==> src/rtl/irq_pend_pkg.sv <==
package irq_pend_pkg;

  localparam int unsigned OFS_W = 5;

  localparam logic [OFS_W-1:0] OFS_PEND  = 5'h00;
  localparam logic [OFS_W-1:0] OFS_MODE  = 5'h04;
  localparam logic [OFS_W-1:0] OFS_MASK  = 5'h08;
  localparam logic [OFS_W-1:0] OFS_INSVC = 5'h10;
  localparam logic [OFS_W-1:0] OFS_INDEX = 5'h14;

  typedef enum logic [2:0] {
    SEL_PEND,
    SEL_MODE,
    SEL_MASK,
    SEL_INSVC,
    SEL_INDEX,
    SEL_NONE
  } reg_sel_e;

  function automatic reg_sel_e decode_ofs(input logic [OFS_W-1:0] ofs);
    case (ofs)
      OFS_PEND:  return SEL_PEND;
      OFS_MODE:  return SEL_MODE;
      OFS_MASK:  return SEL_MASK;
      OFS_INSVC: return SEL_INSVC;
      OFS_INDEX: return SEL_INDEX;
      default:   return SEL_NONE;
    endcase
  endfunction

endpackage

==> src/rtl/irq_src_capture.sv <==
// Turns raw request inputs into per-cycle set pulses, by trigger kind.
module irq_src_capture #(
  parameter int unsigned     NSRC       = 32,
  parameter logic [NSRC-1:0] LEVEL_MASK = '0
) (
  input  logic            clk,
  input  logic            rst_n,
  input  logic [NSRC-1:0] src_i,
  output logic [NSRC-1:0] set_o
);

  for (genvar i = 0; i < NSRC; i++) begin : g_src
    if (LEVEL_MASK[i]) begin : g_level
      assign set_o[i] = src_i[i];
    end else begin : g_edge
      logic prev_q;
      always_ff @(posedge clk or negedge rst_n) begin
        if (!rst_n) prev_q <= 1'b0;
        else        prev_q <= src_i[i];
      end
      assign set_o[i] = src_i[i] & ~prev_q;
    end
  end

endmodule

==> src/rtl/irq_prio_pick.sv <==
// Lowest-numbered request wins; one-hot grant.
module irq_prio_pick #(
  parameter int unsigned NSRC = 32
) (
  input  logic [NSRC-1:0] req_i,
  output logic [NSRC-1:0] grant_o
);

  always_comb begin
    grant_o = '0;
    for (int i = NSRC - 1; i >= 0; i--) begin
      if (req_i[i]) grant_o = '0;
      if (req_i[i]) grant_o[i] = 1'b1;
    end
  end

endmodule

==> src/rtl/irq_onehot_enc.sv <==
// Binary position of a one-hot vector (zero when empty).
module irq_onehot_enc #(
  parameter int unsigned NSRC  = 32,
  localparam int unsigned IDX_W = (NSRC > 1) ? $clog2(NSRC) : 1
) (
  input  logic [NSRC-1:0]  onehot_i,
  output logic [IDX_W-1:0] idx_o
);

  always_comb begin
    idx_o = '0;
    for (int i = 0; i < NSRC; i++) begin
      if (onehot_i[i]) idx_o = idx_o | IDX_W'(i);
    end
  end

endmodule

==> src/rtl/irq_pend_ctrl.sv <==
module irq_pend_ctrl
  import irq_pend_pkg::*;
#(
  parameter int unsigned     NSRC       = 32,
  parameter logic [NSRC-1:0] LEVEL_MASK = 32'h9080_8030,
  parameter logic [NSRC-1:0] RSVD_MASK  = 32'h0100_0040
) (
  input  logic              clk,
  input  logic              rst_n,
  input  logic [NSRC-1:0]   src_req_i,
  input  logic              bus_wr_i,
  input  logic [OFS_W-1:0]  bus_addr_i,
  input  logic [NSRC-1:0]   bus_wdata_i,
  output logic [NSRC-1:0]   bus_rdata_o,
  output logic              irq_o,
  output logic              fiq_o
);

  localparam int unsigned IDX_W = (NSRC > 1) ? $clog2(NSRC) : 1;

  logic [NSRC-1:0]  pend_q, pend_d;
  logic [NSRC-1:0]  mask_q, mask_d;
  logic [NSRC-1:0]  mode_q, mode_d;
  logic [NSRC-1:0]  insvc_q, insvc_d;
  logic [NSRC-1:0]  set_raw, set_eff;
  logic [NSRC-1:0]  cand, grant;
  logic [IDX_W-1:0] svc_idx;
  reg_sel_e         sel;
  logic             wr_pend, wr_mode, wr_mask, wr_insvc;
  logic             mode_legal;

  irq_src_capture #(.NSRC(NSRC), .LEVEL_MASK(LEVEL_MASK)) u_cap (
    .clk   (clk),
    .rst_n (rst_n),
    .src_i (src_req_i),
    .set_o (set_raw)
  );

  assign set_eff = set_raw & ~RSVD_MASK;

  assign sel      = decode_ofs(bus_addr_i);
  assign wr_pend  = bus_wr_i && (sel == SEL_PEND);
  assign wr_mode  = bus_wr_i && (sel == SEL_MODE);
  assign wr_mask  = bus_wr_i && (sel == SEL_MASK);
  assign wr_insvc = bus_wr_i && (sel == SEL_INSVC);

  assign mode_legal = ((bus_wdata_i & (bus_wdata_i - 1'b1)) == '0);

  assign cand = pend_q & ~mask_q & ~mode_q;

  irq_prio_pick #(.NSRC(NSRC)) u_pick (
    .req_i   (cand),
    .grant_o (grant)
  );

  irq_onehot_enc #(.NSRC(NSRC)) u_enc (
    .onehot_i (insvc_q),
    .idx_o    (svc_idx)
  );

  always_comb begin
    pend_d = pend_q;
    if (wr_pend) pend_d = pend_d & ~bus_wdata_i;
    pend_d = pend_d | set_eff;

    mask_d = wr_mask ? bus_wdata_i : mask_q;
    mode_d = (wr_mode && mode_legal) ? bus_wdata_i : mode_q;

    if (insvc_q == '0)  insvc_d = grant;
    else if (wr_insvc)  insvc_d = insvc_q & ~bus_wdata_i;
    else                insvc_d = insvc_q;
  end

  always_ff @(posedge clk or negedge rst_n) begin
    if (!rst_n) begin
      pend_q  <= '0;
      mask_q  <= '1;
      mode_q  <= '0;
      insvc_q <= '0;
    end else begin
      pend_q  <= pend_d;
      mask_q  <= mask_d;
      mode_q  <= mode_d;
      insvc_q <= insvc_d;
    end
  end

  always_comb begin
    case (sel)
      SEL_PEND:  bus_rdata_o = pend_q;
      SEL_MODE:  bus_rdata_o = mode_q;
      SEL_MASK:  bus_rdata_o = mask_q;
      SEL_INSVC: bus_rdata_o = insvc_q;
      SEL_INDEX: bus_rdata_o = NSRC'(svc_idx);
      default:   bus_rdata_o = '0;
    endcase
  end

  assign irq_o = |insvc_q;
  assign fiq_o = |(pend_q & ~mask_q & mode_q);

endmodule

==> config.mk <==
export PLATFORM = sky130hd
export DESIGN_NAME = irq_pend_ctrl
export DESIGN_NICKNAME = d
export VERILOG_FILES = /design/src/rtl/irq_pend_pkg.sv /design/src/rtl/irq_src_capture.sv /design/src/rtl/irq_prio_pick.sv /design/src/rtl/irq_onehot_enc.sv /design/src/rtl/irq_pend_ctrl.sv
export SDC_FILE = /design/constraint.sdc
export NUM_CORES = 1
export LEC_CHECK = 0
export BUFFER_PORTS_ARGS = -buffer_cell sky130_fd_sc_hd__buf_2
export CAP_MARGIN = 20
export CORE_MARGIN = 2
export CORE_UTILIZATION = 39
export CTS_BUF_LIST = sky130_fd_sc_hd__clkbuf_8
export DETAILED_ROUTE_END_ITERATION = 7
export MAX_ROUTING_LAYER = met4
export PLACE_DENSITY = 0.64
export SLEW_MARGIN = 15
export SYNTH_ARGS = -nofsm -noshare
export SYNTH_HDL_FRONTEND = slang
export SYNTH_SLANG_ARGS = --single-unit
==> constraint.sdc <==
create_clock -name clk -period 6.7 [get_ports clk]
set_input_delay 0.67 -clock clk [delete_from_list [all_inputs] [get_ports clk]]
set_output_delay 0.67 -clock clk [all_outputs]
set_load 0.005 [all_outputs]
==> results.txt <==
----------------------------------------------------
[GRT]
  Remaining Overflow, GRT ... 0
  Overall global routing resource usage ... 0.219
  Antenna violations before repair ... 1
  Maximum number of pins on one net before global-route repair ... 80
  Vias in the first global route ... 6,308
  Global-route wire length before repair ... 35,200 um

[Detailed routing]
  Initial DRT Pass Iterations ... 5
  Via density per instance ... 5.57
  Iteration-0 DRC count of the detailed router ... 552
  DR WL/cell ... 19.3 um
  DRC violation count after routing ... 0
  Drt total wl ... 22,100 um
  Number of nets with antenna violations after detailed routing ... 0
  Via Count ... 6,385

[STA]
  Transition at the pin with the smallest max-transition slack ... 0.980 ns
  Setup repair after global routing missed its margin ... false
  Worst Slack Setup Final ... 2.79 ns
  Fin Clk Skew ... 0.0194 ns
  Final min period ... 3.91 ns
  Final setup fails ... 0
  Part of the cycle the worst path needs ... 0.584
  Final Hold Slack ... 0.187 ns
  Relative slew margins ... 0.345
  Setup TNS ... 0 ns
  Final Max Slew Viols ... 0
  Final Hold Vio Count ... 0
  Max Clk Rate ... 0.255 GHz

[Pwr]
  Net switching power figure ... 0.590 mW
  Cell Int Power ... 1.47 mW
  Highest ir drop seen on vdd ... 0.000169 V
  Sequential share of power ... 0.529
  Pwr Density ... 229 nW/um2
  Switch share ... 0.286
  Leakage dissipation ... 4.01 nW
  Combinational cell fraction of total power ... 0.131
  Share of power burned in the clock network ... 0.340

[Setup path]
  Maximum fanout along the worst path ... 24
  RR Endpoint ... insvc_q[31]$_DFFE_PN0P_
  Arrival time worst endpoint ... 4.27 ns
  Worst reg2reg setup slack ... 3.45 ns
  Worst reg2reg path startpoint ... insvc_q[26]$_DFFE_PN0P_
  Kind of start point of the critical path ... input pin
  Depth of the worst register-to-register path ... 7
  Critical Path Sink Type ... register
  Type of the worst setup path ... in -> reg
  Worst EP required ... 7.06 ns

[Clocking]
  Clock sink count ... 152
  Clock-pin slew reported for the worst setup and hold paths after clock tree synthesis ... 0.09 ns
  Deepest clock path buffer count ... 2
  Worst-skew pair later-pin latency ... 0.48 ns
  Total setup buffers inserted after CTS ... 0
  Count of H-tree levels built during CTS ... 4
  Number of cells upsized or downsized after cts ... 0
  Hold buffer count at CTS ... 0
  Number of buffers added by the clock tree synthesis step ... 17
  Clock tree from TritonCTS ... done
  Clock root buffer ... clkbuf_8

[Synth]
  Total standard cell area after synthesis ... 7810 um2
  Number of cells produced by synthesis ... 768
  Synth Net Count ... 840
  Register bit total from synthesis ... 152
  Mean cell area of the mapped netlist ... 10.2 um2
  Share of synthesized registers carrying an async set or reset ... 1.00
  Proportion of synthesized chip area in sequential cells ... 0.492
  Unique masters post-synth ... 51
  Warnings, synthesis ... 0
  Number of enable-type register cells in the synthesized netlist ... 0
  Main flop type after synthesis ... dfrtp_1

[Floorplan]
  Count of standard-cell rows ... 51
  Starting density of the core ... 0.400
  Io pins ... 106
  Vertical extent of the die ... 145 um
  DIE AREA ... 21,200 um2
  Die Wd ... 145 um
  Placeable Area ... 19,500 um2

[Placement]
  Final HPWL DP ... 15,500 um
  Gp weighted congestion ... 0.976
  Quantity of I/O buffers inserted on ports ... 103
  Dpl cells ... 1,113
  Worst setup slack before clock tree synthesis ... 2.34 ns

[Final layout]
  Layout Area Growth over Synthesis ... 15.5%
  Cell Count, Final, Fillers Out ... 1,147
  Utilization of the core after routing ... 0.462
  Post-layout net count ... 940
  Share of layout cells above drive strength 1 ... 0.275

[Run]
  Number of maximum-capacitance constraint violations ... 0

[Min path]
  Classification of the worst-slack hold path ... in -> async

[Run status]
  Status ... complete, no violations

----------------------------------------------------
[power by group through the flow]
stage | Sequential [mW] | Combinational, mW | Clock, mW
final | 1.09 | 0.269 | 0.702
after global routing | 1.10 | 0.301 | 0.758
after CTS | 1.09 | 0.269 | 0.717
after detailed placement | 1.11 | 0.267 | 0
after global placement | 1.10 | 0.263 | 0
after floorplan | 1.08 | 0.171 | 0
[through the flow]
step,total power [mW],cell area (um2)
floorplan,1.25,7810
global placement,1.37,8600
detailed placement,1.37,8600
CTS,2.08,8990
global route,2.16,9020
finish,2.06,9020
[final cells by class]
cell class	count	area (um2)
repair buffers	113	617
fillers	1934	10500
flip-flops and latches	152	3840
clock buffers	20	275
well taps	265	332
multi-input cells	556	3730
clock inverters	12	115
inverters	28	105
diodes	1	2.50
[cells in the mapped netlist (6+ instances only)]
cell / number / area [um2]
or3b_2: 15 / 131
dfstp_2: 32 / 841
nand2_1: 129 / 484
nor3_1: 10 / 50.1
dfrtp_1: 120 / 3000
nand4_1: 17 / 106
mux2_1: 27 / 304
clkbuf_1: 25 / 93.8
a22o_1: 6 / 52.6
nor4_1: 21 / 131
a22oi_1: 27 / 203
mux2i_1: 32 / 320
nand3b_1: 33 / 248
o21ai_0: 68 / 340
or2_2: 6 / 37.5
nor3b_1: 21 / 158
o31ai_1: 7 / 52.6
inv_1: 28 / 105
nor2_1: 26 / 97.6
nand2b_1: 7 / 43.8
a21o_1: 6 / 45.0
mux2_2: 38 / 428
or3_1: 6 / 37.5
nand3_1: 6 / 30.0
[per-layer routing]
| metal | track usage | vias to the layer above | wire length, um |
|---|---|---|---|
| met5 | - | - | 0 |
| met1 | 0.298 | 3191 | 10700 |
| li1 | - | 3010 | - |
| met2 | 0.332 | 158 | 10000 |
| met3 | 0.0473 | 26 | 1070 |
| met4 | 0.0642 | 0 | 371 |
[kinds of logic after synthesis]
family                     Yosys count  share of synthesized area
and+or+nand+nor                    312                      0.217
DFF                                152                      0.492
AOI/OAI and AO/OA                  145                      0.122
muxes                               97                      0.135
buffers and inverters               60                     0.0319
adders and majority gates            2                    0.00256
[flip-flops by register name (all words and copies together) (netlist names)]
signal,flops
pend_q,32
mode_q,32
insvc_q,32
u_cap.g_src.g_edge.prev_q,24
mask_q,32
[layout by cell type, fill, tap and decap left out, drive strengths merged, types with 4 or more instances in the layout]
cell and instances:
mux2 65, nor3b 21, nand3b 33, clkbuf 20, a221o 4, nand4 17
nor4 22, inv 33, clkinv 4, a32o 5, o31ai 7, a22o 6
nor2 26, or2 6, dfstp 32, buf 113, dfrtp 120, nor3 10
mux2i 32, a22oi 27, nand3 6, o21ai 68, a21o 6, nand2b 7
or3 6, or4 5, or3b 15, nand2 129
[how the worst max path moves through the flow]
stage / start / to / cells past startpoint
finish: bus_wdata_i[6] / mode_q[11]$_DFFE_PN0P_ / 9
global route: bus_wdata_i[6] / mode_q[11]$_DFFE_PN0P_ / 9
CTS: bus_wdata_i[6] / mode_q[11]$_DFFE_PN0P_ / 9
detailed placement: bus_wdata_i[6] / mode_q[11]$_DFFE_PN0P_ / 9
global placement: bus_wdata_i[5] / mode_q[1]$_DFFE_PN0P_ / 9
floorplan: bus_wdata_i[15] / mode_q[1]$_DFFE_PN0P_ / 9
[critical path: stages]
cell and delay (ns):
buf_2 0.15, nor4_1 0.56, nand4_1 0.25, nand2b_1 0.30, o21a_1 0.23, or4_4 0.52
nor4_4 0.69, buf_4 0.49, mux2_2 0.39
No activity file was read; power rests on OpenSTA's default activity.
